--- src/rtl/stkrt_pkg.sv ---
package stkrt_pkg;
   localparam logic [1:0] PRIV_KERN = 2'd0;
   localparam logic [1:0] PRIV_USER = 2'd3;
   localparam int unsigned N_LEVELS = 2;
endpackage

--- src/rtl/stkrt_sel_reg.sv ---
module stkrt_sel_reg #(
   parameter int unsigned ID_W = 20,
   parameter logic [ID_W-1:0] RESET_ID = '0
) (
   input  logic            clk,
   input  logic            rst_n,
   input  logic            wr_en,
   input  logic [ID_W-1:0] wr_data,
   output logic [ID_W-1:0] sel_o,
   output logic            change_o,
   output logic            flush_o
);
   logic [ID_W-1:0] sel_q;
   logic            flush_q;

   assign change_o = wr_en && (wr_data != sel_q);

   always_ff @(posedge clk or negedge rst_n) begin
      if (!rst_n) begin
         sel_q   <= RESET_ID;
         flush_q <= 1'b0;
      end else begin
         flush_q <= change_o;
         if (change_o) sel_q <= wr_data;
      end
   end

   assign sel_o   = sel_q;
   assign flush_o = flush_q;

   assert_flush_on_change_R2: assert property (@(posedge clk) disable iff (!rst_n)
      !$stable(sel_q) |-> flush_q);
   assert_flush_only_change_R2: assert property (@(posedge clk) disable iff (!rst_n)
      flush_q |-> !$stable(sel_q));
endmodule

--- src/rtl/stkrt_origin.sv ---
module stkrt_origin #(
   parameter int unsigned AW = 32,
   parameter logic [1:0]  LEVEL = 2'd3
) (
   input  logic          clk,
   input  logic          rst_n,
   input  logic          clr_i,
   input  logic          sample_i,
   input  logic [1:0]    priv_i,
   input  logic [AW-1:0] fp_i,
   output logic [AW-1:0] max_o
);
   logic [AW-1:0] max_q;
   logic          take;

   assign take = sample_i && (priv_i == LEVEL) && (fp_i > max_q);

   always_ff @(posedge clk or negedge rst_n) begin
      if (!rst_n)      max_q <= '0;
      else if (clr_i)  max_q <= '0;
      else if (take)   max_q <= fp_i;
   end

   assign max_o = max_q;

   assert_origin_monotonic_R5: assert property (@(posedge clk) disable iff (!rst_n)
      !clr_i |=> max_q >= $past(max_q));
   assert_origin_cleared_R8: assert property (@(posedge clk) disable iff (!rst_n)
      clr_i |=> max_q == '0);
   assert_origin_level_only_R6: assert property (@(posedge clk) disable iff (!rst_n)
      (!clr_i && priv_i != LEVEL) |=> max_q == $past(max_q));
   assert_origin_needs_sample_R7: assert property (@(posedge clk) disable iff (!rst_n)
      (!clr_i && !sample_i) |=> $stable(max_q));
endmodule

--- src/rtl/stkrt_window.sv ---
module stkrt_window #(
   parameter int unsigned AW = 32
) (
   input  logic [AW-1:0] addr_i,
   input  logic [AW-1:0] lo_i,
   input  logic [AW-1:0] hi_i,
   output logic          hit_o
);
   assign hit_o = (addr_i >= lo_i) && (addr_i <= hi_i);
endmodule

--- src/rtl/stack_route_filter.sv ---
module stack_route_filter
   import stkrt_pkg::*;
#(
   parameter int unsigned AW = 32,
   parameter int unsigned ID_W = 20,
   parameter logic [ID_W-1:0] RESET_ID = '0
) (
   input  logic            clk,
   input  logic            rst_n,
   input  logic            cfg_wr_en,
   input  logic [ID_W-1:0] cfg_wr_data,
   input  logic [ID_W-1:0] cur_id,
   input  logic [1:0]      cur_priv,
   input  logic [AW-1:0]   cur_sp,
   input  logic            fp_valid,
   input  logic [AW-1:0]   fp_value,
   input  logic            acc_valid,
   input  logic [AW-1:0]   acc_addr,
   output logic            route_stack,
   output logic            route_l1,
   output logic            flush_pulse
);
   if (AW < 2 || AW > 64) begin : g_bad_aw
      $error("stack_route_filter: AW out of range");
   end
   if (ID_W < 1 || ID_W > 64) begin : g_bad_idw
      $error("stack_route_filter: ID_W out of range");
   end

   logic [ID_W-1:0] sel_id;
   logic            sel_change;
   logic            id_match;
   logic [AW-1:0]   origin [N_LEVELS];
   logic [AW-1:0]   cur_origin;
   logic            priv_ok;
   logic            in_win;

   stkrt_sel_reg #(.ID_W(ID_W), .RESET_ID(RESET_ID)) u_sel (
      .clk(clk), .rst_n(rst_n), .wr_en(cfg_wr_en), .wr_data(cfg_wr_data),
      .sel_o(sel_id), .change_o(sel_change), .flush_o(flush_pulse)
   );

   assign id_match = (cur_id == sel_id);

   for (genvar g = 0; g < N_LEVELS; g++) begin : g_lvl
      localparam logic [1:0] LVL = (g == 0) ? PRIV_KERN : PRIV_USER;
      stkrt_origin #(.AW(AW), .LEVEL(LVL)) u_org (
         .clk(clk), .rst_n(rst_n), .clr_i(sel_change),
         .sample_i(fp_valid && id_match), .priv_i(cur_priv),
         .fp_i(fp_value), .max_o(origin[g])
      );
   end

   always_comb begin
      priv_ok    = 1'b1;
      cur_origin = '0;
      unique case (cur_priv)
         PRIV_KERN: cur_origin = origin[0];
         PRIV_USER: cur_origin = origin[1];
         default:   priv_ok    = 1'b0;
      endcase
   end

   stkrt_window #(.AW(AW)) u_win (
      .addr_i(acc_addr), .lo_i(cur_sp), .hi_i(cur_origin), .hit_o(in_win)
   );

   assign route_stack = acc_valid && id_match && priv_ok && in_win;
   assign route_l1    = acc_valid && !route_stack;

   assert_route_exclusive_R10: assert property (@(posedge clk) disable iff (!rst_n)
      acc_valid |-> (route_stack ^ route_l1));
   assert_route_idle_R10: assert property (@(posedge clk) disable iff (!rst_n)
      !acc_valid |-> !(route_stack || route_l1));
   assert_stack_needs_match_R3: assert property (@(posedge clk) disable iff (!rst_n)
      route_stack |-> (cur_id == u_sel.sel_o));
   assert_mid_priv_l1_R9: assert property (@(posedge clk) disable iff (!rst_n)
      (acc_valid && (cur_priv == 2'd1 || cur_priv == 2'd2)) |-> route_l1);
   assert_stack_above_sp_R4: assert property (@(posedge clk) disable iff (!rst_n)
      route_stack |-> (acc_addr >= cur_sp));
endmodule

--- config.mk ---
export PLATFORM = sky130hd
export DESIGN_NAME = stack_route_filter
export DESIGN_NICKNAME = d
export VERILOG_FILES = /design/src/rtl/stkrt_pkg.sv /design/src/rtl/stkrt_sel_reg.sv /design/src/rtl/stkrt_origin.sv /design/src/rtl/stkrt_window.sv /design/src/rtl/stack_route_filter.sv
export SDC_FILE = /design/constraint.sdc
export NUM_CORES = 1
export LEC_CHECK = 0
export BUFFER_PORTS_ARGS = -buffer_cell sky130_fd_sc_hd__buf_4
export CORE_MARGIN = 5
export CORE_UTILIZATION = 51
export DETAILED_ROUTE_END_ITERATION = 7
export PLACE_DENSITY = 0.78
export SYNTH_ARGS = -nofsm -noshare
export SYNTH_HDL_FRONTEND = slang
export SYNTH_SLANG_ARGS = --single-unit
export TNS_END_PERCENT = 50
--- constraint.sdc ---
create_clock -name clk -period 3.5 [get_ports clk]
set_input_delay 0.525 -clock clk [delete_from_list [all_inputs] [get_ports clk]]
set_output_delay 0.525 -clock clk [all_outputs]
set_load 0.05 [all_outputs]
Yosys cells after proc, flatten, opt, wreduce, memory -nomap -nowiden. Cells that the tools add are included.

Word-level logic and storage cells: 33. Output and inout bits: 3. Bits of input ports: 143. Register bits: 85.

Order comparisons: 4. Reduce and logical (&&, ||, !) cells: 16. Equality and inequality tests: 3. Muxes and demuxes: 6.

Operators by type and width (count): 32-bit two-way mux (4); 32-bit greater-than comparator (2); 32-bit one-hot mux with 2 select lines (1); 32-bit greater-or-equal comparator (1); 32-bit <= comparator (1); 20-bit equality test (1); 20-bit != test (1); 1-bit logical AND (11); 2-bit nonzero test (2); 2-bit equality test, second input constant (1); 2-bit logical NOT (1); 2-bit OR reduction (1); 1-bit logical NOT (1); 1-bit two-way mux (1).

Longest topological paths before layout. Gate-level depths: netlist of the first run.

Depth after elaboration: 7. Mapped depth: 14. Mapped depth without buffers: 12.

Hierarchy. From an unflattened synthesis of the first run, not the netlist that was laid out.

Cell total of the unflattened synthesis: 920. Area, all modules: 8191.6 um2.

By module, submodules not included: stkrt_origin at g_lvl[0].u_org (area an instance 2459.9 um2, cells each 256, instances 1, seq. area each 800.8 um2); stkrt_origin at g_lvl[1].u_org (area an instance 2436.1 um2, cells each 256, instances 1, seq. area each 800.8 um2); stkrt_window (area an instance 1604.0 um2, cells each 226, instances 1, seq. area each 0.0 um2); stkrt_sel_reg (area an instance 1009.7 um2, cells each 71, instances 1, seq. area each 525.5 um2); stack_route_filter (area an instance 681.9 um2, cells each 111, instances 1, seq. area each 0.0 um2).

Worst setup path before layout of the first run. OpenSTA, ideal clock, no wires.

Kind: in2out. From: input port cur_priv[0]. To: output port route_l1. Setup slack: -1326 ps. Stages on the path: 14. Buffers on the path: 2. Required time: 2975 ps. Arrival: 4301 ps. Path through: inv_1 > ha_1 > clkbuf_1 > clkbuf_1 > a22o_1 > nand2_1 > ha_1 > nand4_1 > nor3_1 > nand3_1 > or3_1 > and3_1 > a2111oi_2 > nor2b_1.

Longest elaborated chain between the ends: 7. Elaborated cells between the ends (all ways): 11. Classes of those cells: 1 x order compare; 1 x eq/ne; 2 x mux; 7 x reduce/logical.

Ends and longest elaborated chain: start: declaration (RTL line stack_route_filter.sv:13) `input logic [1:0] cur_priv,`; 2-bit equality test or 2-bit logical NOT (tied branches) (RTL line stack_route_filter.sv:57) `unique case (cur_priv)`; 32-bit one-hot mux with 2 select lines or 2-bit OR reduction (tied branches); 32-bit <= comparator or 1-bit two-way mux (tied branches) (RTL line stkrt_window.sv:9, stack_route_filter.sv:57); 1-bit logical AND, on equally long branches (RTL line stkrt_window.sv:9, stack_route_filter.sv:68); 1-bit logical AND (*) (RTL line stack_route_filter.sv:68) `assign route_stack = acc_valid && id_match && priv_ok && in_win;`; named net route_stack (RTL line stack_route_filter.sv:19) `output logic route_stack,`; 1-bit logical NOT (*) (RTL line stack_route_filter.sv:69) `assign route_l1 = acc_valid && !route_stack;`; 1-bit logical AND (*) (RTL line stack_route_filter.sv:69); end: declaration (RTL line stack_route_filter.sv:20) `output logic route_l1,`.

The timed path passes the listed nets; every way through them passes the cells marked *.

Worst setup path in the final report of the first run.
From: input port cur_priv[1]. To: output port route_l1.

Longest elaborated chain between the ends: 7. Elaborated cells between the ends (all ways): 11. Classes of those cells: 1 x order compare; 1 x eq/ne; 2 x mux; 7 x reduce/logical.

Ends and longest elaborated chain (RTL line): 2-bit equality test or 2-bit logical NOT (tied branches) (stack_route_filter.sv:57); 32-bit one-hot mux with 2 select lines or 2-bit OR reduction (tied branches); 32-bit <= comparator or 1-bit two-way mux (tied branches) (stkrt_window.sv:9, stack_route_filter.sv:57); 1-bit logical AND, on equally long branches (stkrt_window.sv:9, stack_route_filter.sv:68); 1-bit logical AND (*) (stack_route_filter.sv:68); 1-bit logical NOT (*) (stack_route_filter.sv:69); 1-bit logical AND (*) (stack_route_filter.sv:69).

Mark *: on every way between the ends. The rest lies on a longest branch, timed or not.

==> run metrics, run 1 <==
Tot Pwr 2.67 mW; failing checks negative setup slack; CTS Buf Count 9; CTS Root Cell clkbuf_16; largest net degree at the start of global routing 86; later-pin clock latency in the skew report 350 ps; total track usage 0.233; worst r2r path cells 10; Avg Synthesized Cell Area 8.37 um^2; DP Area 8930 um^2; Max stage delay on crit path 490 ps; dpl ws -296 ps; Final Setup Violations 2; Die Ht 131 um; area fraction of the dominant cell type after synthesis 0.286; global-route wire length before repair 31.9 mm; CP Max Fanout 13; vias post-DR 6817; Synth area leader dfrtp_1; Area contributors post-synth dfrtp_1, ha_1, nand2_1; relative slew slack 0.262; Filler Cell Count 1193; Worst path depth 17; max_cap viols 0; Synth Flop Type dfrtp_1; initial antenna violation count 0; slowest stage cell on the critical path a2111oi_4; CTS tree yes; top cells by count, synth nand2_1, ha_1, inv_1; Worst-path clk slew 70 ps; Psw 0.719 mW; Cell Int Power 1.95 mW; Synth warnings 0; total grt overflow 0; Setup CP Type input pin to output port; synthesized instance count 888; sw frac 0.270; worst path buffer plus inverter count 8; antenna viol nets, final 0; Combinational Power Share 0.235; routed wire length per instance 15.8 um; full die area 17100 um^2; Pins Over Slew Limit 0; hold slack 366 ps; I/O pins 146; Die W 131 um; Placement Rows 44; iteration count of the initial detailed-routing pass 7; run status complete, but fails checks; Final Hold Fails 0; Longest Clk Path Bufs 2; Mapped Nets 1161; Distinct cells, synth 44; final worst setup slack -197 ps; Setup TNS Final -383 ps; DRC 0; crit-path cells buf_12 > inv_12 > ha_4 > inv_8 > buf_6 > buf_16 > buf_4 > buf_4 > nand2_2 > ha_4 > a21oi_1 > o21ai_1 > a211oi_1 > o21ai_1 > a2111oi_4 > nor2b_4 > buf_8; input/output buffers 145; VDD IR max 230 uV; core area 14400 um^2; H-tree depth 3; period utilization 1.06; Clock Sink Count 85; WL final 19.7 mm; asr flop ratio synth 1.00; antenna cells 0; Startpoint Class input pin; RSZ-0062 raised after global routing yes; ratio of cells with drive above 1 in the final layout 0.221; Post-synth EDFFs 0; Worst Path Arrival 3170 ps; Max Freq 271 MHz; most frequent cell after synthesis nand2_1; routability cong. 0.850; initial core utilization 0.515; leakage power 4.62 nW; Worst path top cell family by delay compound AO/OA/AOI/OAI gates; vias in the first global route 6818; pin slew with the least headroom to its limit 1110 ps; worst hold path type input pin to asynchronous set/reset pin; Clock Power Share 0.379; Iter 0 DRT Violations 338; Detailed Place HPWL 15.1 mm; Post-Syn Area 7430 um^2; register area share after synthesis 0.286; CP endpoint kind output port; Sequential Power Share 0.386; Layout Skew 12.1 ps; area growth from synthesis to layout 29.1%; Req. time, crit path 2970 ps; Synth Register Bits 85; cell area power density 278 nW/um^2; vias per cell 5.48; fin nets 1328; fin crit period 3700 ps; post-route cell area 9590 um^2
what timing repair did:
| action | 4_1_cts | 5_1_grt |
|---|---|---|
| hold buffers | 0 | 0 |
| setup buffers | 12 | 3 |
| pin swaps | 15 | 10 |
| endpoints found under the setup margin | 2 | 2 |
| resized for setup | 15 | 18 |
| gates cloned | 3 | 0 |
per-layer routing:
metal | GRT usage | vias to the layer above | routed length [um]
met1 | 0.305 | 3118 | 8420
met4 | 0.0672 | 0 | 373
met3 | 0.0467 | 27 | 1830
met2 | 0.393 | 243 | 9060
li1 | - | 3429 | -
met5 | 0 | - | 0
through the flow:
stage          cells  utilization
2_1_floorplan    888            -
3_3_place_gp    1210        0.619
3_5_place_dp    1210        0.619
4_1_cts         1241        0.656
5_1_grt         1244        0.665
6_report        1244        0.665
sequential cells by signal (all words and copies together) (netlist names):
name               flops
g_lvl.u_org.max_o     64
u_sel.sel_o           20
u_sel.flush_o          1
final timing paths:
kind / from / to / slack, ps
max in group asynchronous: rst_n / g_lvl[1].u_org.max_o[21] / 2390
max: cur_priv[1] / route_l1 / -200
max reg2reg: g_lvl[1].u_org.max_o[19] / g_lvl[1].u_org.max_o[31] / 670
min in group clk: cfg_wr_data[11] / u_sel.sel_o[11] / 390
min: rst_n / g_lvl[1].u_org.max_o[29] / 370
min reg2reg: u_sel.sel_o[7] / u_sel.sel_o[7] / 550
cell type report:
type / instances / area, um^2 / share of cell area
clock buffers: 12 / 236 / 0.0247
clock inverters: 4 / 72.6 / 0.00757
inverters: 103 / 412 / 0.0429
multi-input cells: 666 / 4940 / 0.515
flip-flops and latches: 85 / 2130 / 0.222
well taps: 184 / 230 / 0.0240
repair buffers: 190 / 1570 / 0.164
logic make-up after synthesis:
group,Yosys count,share of synthesized area
mux,32,0.0431
simple gates,297,0.181
fa+ha+maj,130,0.219
buf+inv,137,0.0733
compound gates,167,0.150
flops,85,0.286
xor+xnor,40,0.0472
placed cells by master, fill, tap and decap left out, drive strengths merged, types with 13 or more instances in the layout:
cell type and n:
nor2 15, a21oi 46, inv 103, buf 190, dfrtp 85, nand3 44, nand2 178, xnor2 16
a21o 13, nand4 26, a22o 32, xor2 24, o21ai 50, mux2i 32, ha 130
power groups by stage:
stage	Sequential (mW)	Clock (mW)	Combinational, mW
final	1.03	1.01	0.627
after global routing	1.03	1.07	0.704
after CTS	1.03	1.02	0.619
after detailed placement	1.04	0	0.574
after global placement	1.05	0	0.557
after floorplan	1.04	0	0.315
worst register-to-register path: cells and delay by family (launching register included):
kind | cells | cell delay, ps
AO/OA/AOI/OAI | 6 | 1360
buffers and inverters | 2 | 490
flip-flops | 1 | 430
adder cells (fa/ha/maj) | 1 | 310
AND/OR/NAND/NOR | 1 | 140
(Power assumes the default switching activity.)
==> run 2: changes to the inputs <==
Settings changed: CELL_PAD_IN_SITES_DETAIL_PLACEMENT set to 1, CELL_PAD_IN_SITES_GLOBAL_PLACEMENT set to 2, CORE_UTILIZATION 51 to 30, PLACE_DENSITY 0.78 to unset, PLACE_DENSITY_LB_ADDON set to 0.1.
==> run metrics, run 2 (synthesis gave the netlist of run 1 again) <==
global-route wire length before repair 38.5 mm; Longest Clk Path Bufs 2; max reg flops 64; hold slack 108 ps; register-to-register setup slack 710 ps; max_cap viols 0; fin crit period 3790 ps; Max stage delay on crit path 380 ps; fin nets 1330; DRC 0; vias in the first global route 7054; WL final 24.1 mm; vias post-DR 6694; Setup CP Type input pin to output port; Placement Rows 57; multi-input logic area 4930 um^2; pin slew with the least headroom to its limit 704 ps; Pins Over Slew Limit 0; final core occ 0.402; CP Max Fanout 6; final worst setup slack -288 ps; VDD IR max 209 uV; Worst-path clk slew 60 ps; antenna viol nets, final 0; initial core utilization 0.305; Startpoint Class input pin; relative slew slack 0.530; vias per cell 4.83; Worst Path Arrival 3260 ps; reg2reg end g_lvl[1].u_org.max_o[22]; slowest stage cell on the critical path or3_4; CP endpoint kind output port; RSZ-0062 raised after global routing yes; total grt overflow 0; ratio of cells with drive above 1 in the final layout 0.219; most frequent cells in the layout nand2_1, buf_4, ha_1, inv_1, dfrtp_1; CTS Root Cell clkbuf_16; Iter 0 DRT Violations 239; leakage power 4.64 nW; cell area power density 269 nW/um^2; CTS tree yes; run status complete, but fails checks; Clock Sink Count 85; Max Freq 264 MHz; failing checks negative setup slack; worst hold path type input pin to asynchronous set/reset pin; Filler Cell Count 2913; core area 24300 um^2; routed wire length per instance 17.4 um; largest net degree at the start of global routing 84; worst path buffer plus inverter count 6; Die W 167 um; total track usage 0.171; Req. time, crit path 2970 ps; Post-CTS Hold Fix Bufs 0; worst r2r src g_lvl[1].u_org.max_o[19]; routability cong. 0.794; antenna cells 0; Non-Filler Instances 1386; Tot Pwr 2.63 mW; Die Ht 167 um; Placed Instances 1350; register area 2130 um^2; input/output buffers 145; Final Hold Fails 0; later-pin clock latency in the skew report 340 ps; CTS Buf Count 9; iteration count of the initial detailed-routing pass 4; period utilization 1.08; commonest non-fill, non-tap cell in the layout nand2_1; Final Setup Violations 2; Worst path top cell family by delay simple AND/OR/NAND/NOR gates; worst r2r path cells 10; I/O pins 146; area growth from synthesis to layout 31.7%; H-tree depth 3; Layout Skew 8.04 ps; Detailed Place HPWL 19.4 mm; full die area 28000 um^2; crit-path cells buf_12 > inv_12 > ha_4 > buf_12 > buf_4 > a22o_1 > nand2_1 > ha_1 > nand4_1 > nor3_2 > nand3_1 > or3_4 > and3_4 > a2111oi_4 > buf_4 > nor2b_4 > buf_8; initial antenna violation count 0
run 2: cell types whose count changed in the layout (fill, tap and decap cells not counted), moves of 2 or more:
cell	delta
nand2_1	+4
nand2_2	-4
buf_16	-2
buf_12	+5
buf_6	+3
buf_4	-5
run 2: cell type report:
cell class	count	area share
clock buffers	12	0.0252
clock inverters	4	0.00486
inverters	103	0.0413
multi-input cells	666	0.504
flip-flops and latches	85	0.217
well taps	324	0.0414
repair buffers	192	0.166
run 2: per-layer routing:
metal  up-vias  part of all wire  global-route usage
met5         -                 0                   0
met4         0             0.012              0.0385
met3        19             0.037              0.0290
met2       126              0.44               0.262
met1      3130              0.51               0.252
li1       3419                 -                   -
run 2: worst max-delay path by stage:
stage               slack [ps]     endpoint         from  cells after the start
floorplan                 -320     route_l1  cur_priv[1]                     14
global placement          -480  route_stack  cur_priv[1]                     14
CTS                       -310     route_l1  cur_priv[0]                     17
finish                    -290     route_l1  cur_priv[1]                     17
global route              -410     route_l1  cur_priv[1]                     17
detailed placement        -510  route_stack  cur_priv[1]                     14
run 2: what timing repair did:
action	4_1_cts	5_1_grt
buffers inserted	16	3
gates resized for setup	12	16
pin swaps	12	13
endpoints found under the setup margin	2	2
cloned	1	0
run 2: report_power, final:
group          internal, mW  total, mW  switching (mW)  leakage [nW]
logic                 0.310      0.625           0.315          3.35
clock network         0.571      0.977           0.406         0.143
registers              1.00       1.03          0.0242          1.15
total                  1.88       2.63           0.745          4.64
run 2: stage by stage:
stage | setup TNS (ps) | instance area (um^2) | setup WS, ps
after global placement | -941 | 9150 | -483
after detailed placement | -1000 | 9150 | -509
after floorplan | -435 | 7630 | -320
after CTS | -591 | 9670 | -309
final | -550 | 9790 | -288
after global routing | -804 | 9790 | -415
==> run 3: changes to the inputs <==
Settings changed: PLACE_DENSITY_LB_ADDON 0.1 to 0.05, SETUP_SLACK_MARGIN set to 0.02.
Clock period 3.5 ns to 3.3 ns, I/O delays scaled along.
==> run metrics, run 3 (synthesis gave the netlist of run 1 again) <==
commonest non-fill, non-tap cell in the layout nand2_1; Max Freq 276 MHz; CTS tree yes; iteration count of the initial detailed-routing pass 4; H-tree depth 3; initial core utilization 0.305; CTS Buf Count 9; Post-CTS Hold Fix Bufs 0; Req. time, crit path 2800 ps; full die area 28000 um^2; leakage power 4.63 nW; period utilization 1.10; area growth from synthesis to layout 31.2%; later-pin clock latency in the skew report 350 ps; run status complete, but fails checks; final core occ 0.401; pin slew with the least headroom to its limit 723 ps; fin nets 1330; Pins Over Slew Limit 0; CP endpoint kind output port; Iter 0 DRT Violations 263; final worst setup slack -327 ps; fin crit period 3630 ps; Worst Path Arrival 3130 ps; relative slew slack 0.517; routability cong. 0.766; Layout Skew 7.82 ps; most frequent cells in the layout nand2_1, buf_4, ha_1, inv_1, dfrtp_1; CTS Root Cell clkbuf_16; routed wire length per instance 17.0 um; worst hold path type input pin to asynchronous set/reset pin; Startpoint Class input pin; Final Hold Fails 0; CP Max Fanout 8; Placement Rows 57; core area 24300 um^2; Die Ht 167 um; RSZ-0062 raised after global routing yes; CP startpoint cur_priv[1]; Setup TNS Final -627 ps; Die W 167 um; Setup CP Type input pin to output port; global-route wire length before repair 38.3 mm; Detailed Place HPWL 19.2 mm; total track usage 0.169; WL final 23.5 mm; VDD IR max 209 uV; cell area power density 276 nW/um^2; Longest Clk Path Bufs 2; input/output buffers 145; Worst-path clk slew 70 ps; failing checks negative setup slack; antenna viol nets, final 0; total grt overflow 0; antenna cells 0; Clock Sink Count 85; DRC 0; Non-Filler Instances 1386; vias in the first global route 7185; worst r2r src g_lvl[1].u_org.max_o[17]; largest net degree at the start of global routing 86; Placed Instances 1359; I/O pins 146; vias per cell 4.81; dpl ws -523 ps; ratio of cells with drive above 1 in the final layout 0.216; max_cap viols 0; max reg flops 64; Final Setup Violations 2; initial antenna violation count 0; vias post-DR 6673
[run 3: changes by cell type in the layout (fill, tap and decap cells not counted), sizes merged]
cell    previous run  this run
clkbuf            12        11
bufbuf             0         2
clkinv             2         4
buf              192       190
bufinv             1         0
[run 3: power by group]
part / internal, mW / switching (mW)
Clock: 0.506 / 0.425
Sequential: 1.06 / 0.0259
Combinational: 0.334 / 0.331
[run 3: worst paths after layout]
| kind | end | slack (ps) | cells after the start |
|---|---|---|---|
| min reg2reg | u_sel.sel_o[8] | 540 | 2 |
| max | route_l1 | -330 | 17 |
| max in group asynchronous | g_lvl[0].u_org.max_o[25] | 2380 | 2 |
| max reg2reg | g_lvl[1].u_org.max_o[9] | 570 | 10 |
| min | u_sel.sel_o[12] | 150 | 1 |
| min in group clk | u_sel.sel_o[8] | 350 | 3 |
[run 3: cell type report]
type | instances | area, um^2
clock inverter | 5 | 27.5
timing repair buffer | 192 | 1660
clock buffer | 11 | 233
inverter | 103 | 409
multi-input combinational | 666 | 4880
fill | 2888 | 14600
tap | 324 | 405
sequential | 85 | 2130
[run 3: worst max-delay path, cell delays in order]
cell	delay (ps)
buf_12	110
inv_12	40
ha_4	160
buf_12	120
buf_6	90
a22o_1	160
nand2_2	70
ha_4	270
nand4_1	110
nor3_2	240
nand3_1	100
or3_4	340
and3_4	160
a2111oi_4	270
buf_4	190
nor2b_4	40
buf_6	140
[run 3: per-layer routing]
| metal | routed length (um) | part of all wire | up-vias | track usage |
|---|---|---|---|---|
| met2 | 10100 | 0.43 | 119 | 0.260 |
| met1 | 12300 | 0.52 | 3116 | 0.251 |
| met3 | 861 | 0.037 | 12 | 0.0248 |
| li1 | - | - | 3426 | - |
| met5 | 0 | 0 | - | 0 |
| met4 | 221 | 0.0094 | 0 | 0.0378 |
[run 3: stage by stage]
stage / power [mW] / hold slack (ps) / area [um^2]
2_1_floorplan: 1.44 / 199 / 7630
3_3_place_gp: 1.74 / 524 / 9230
3_5_place_dp: 1.75 / 529 / 9230
4_1_cts: 2.75 / 170 / 9710
5_1_grt: 2.87 / 203 / 9740
6_report: 2.69 / 153 / 9740
[run 3: timing repair]
action,in CTS,in global routing
setup endpoints to repair,2,2
gates resized for setup,15,5
pin swaps,11,6
gates cloned,3,0
setup buffers,7,1
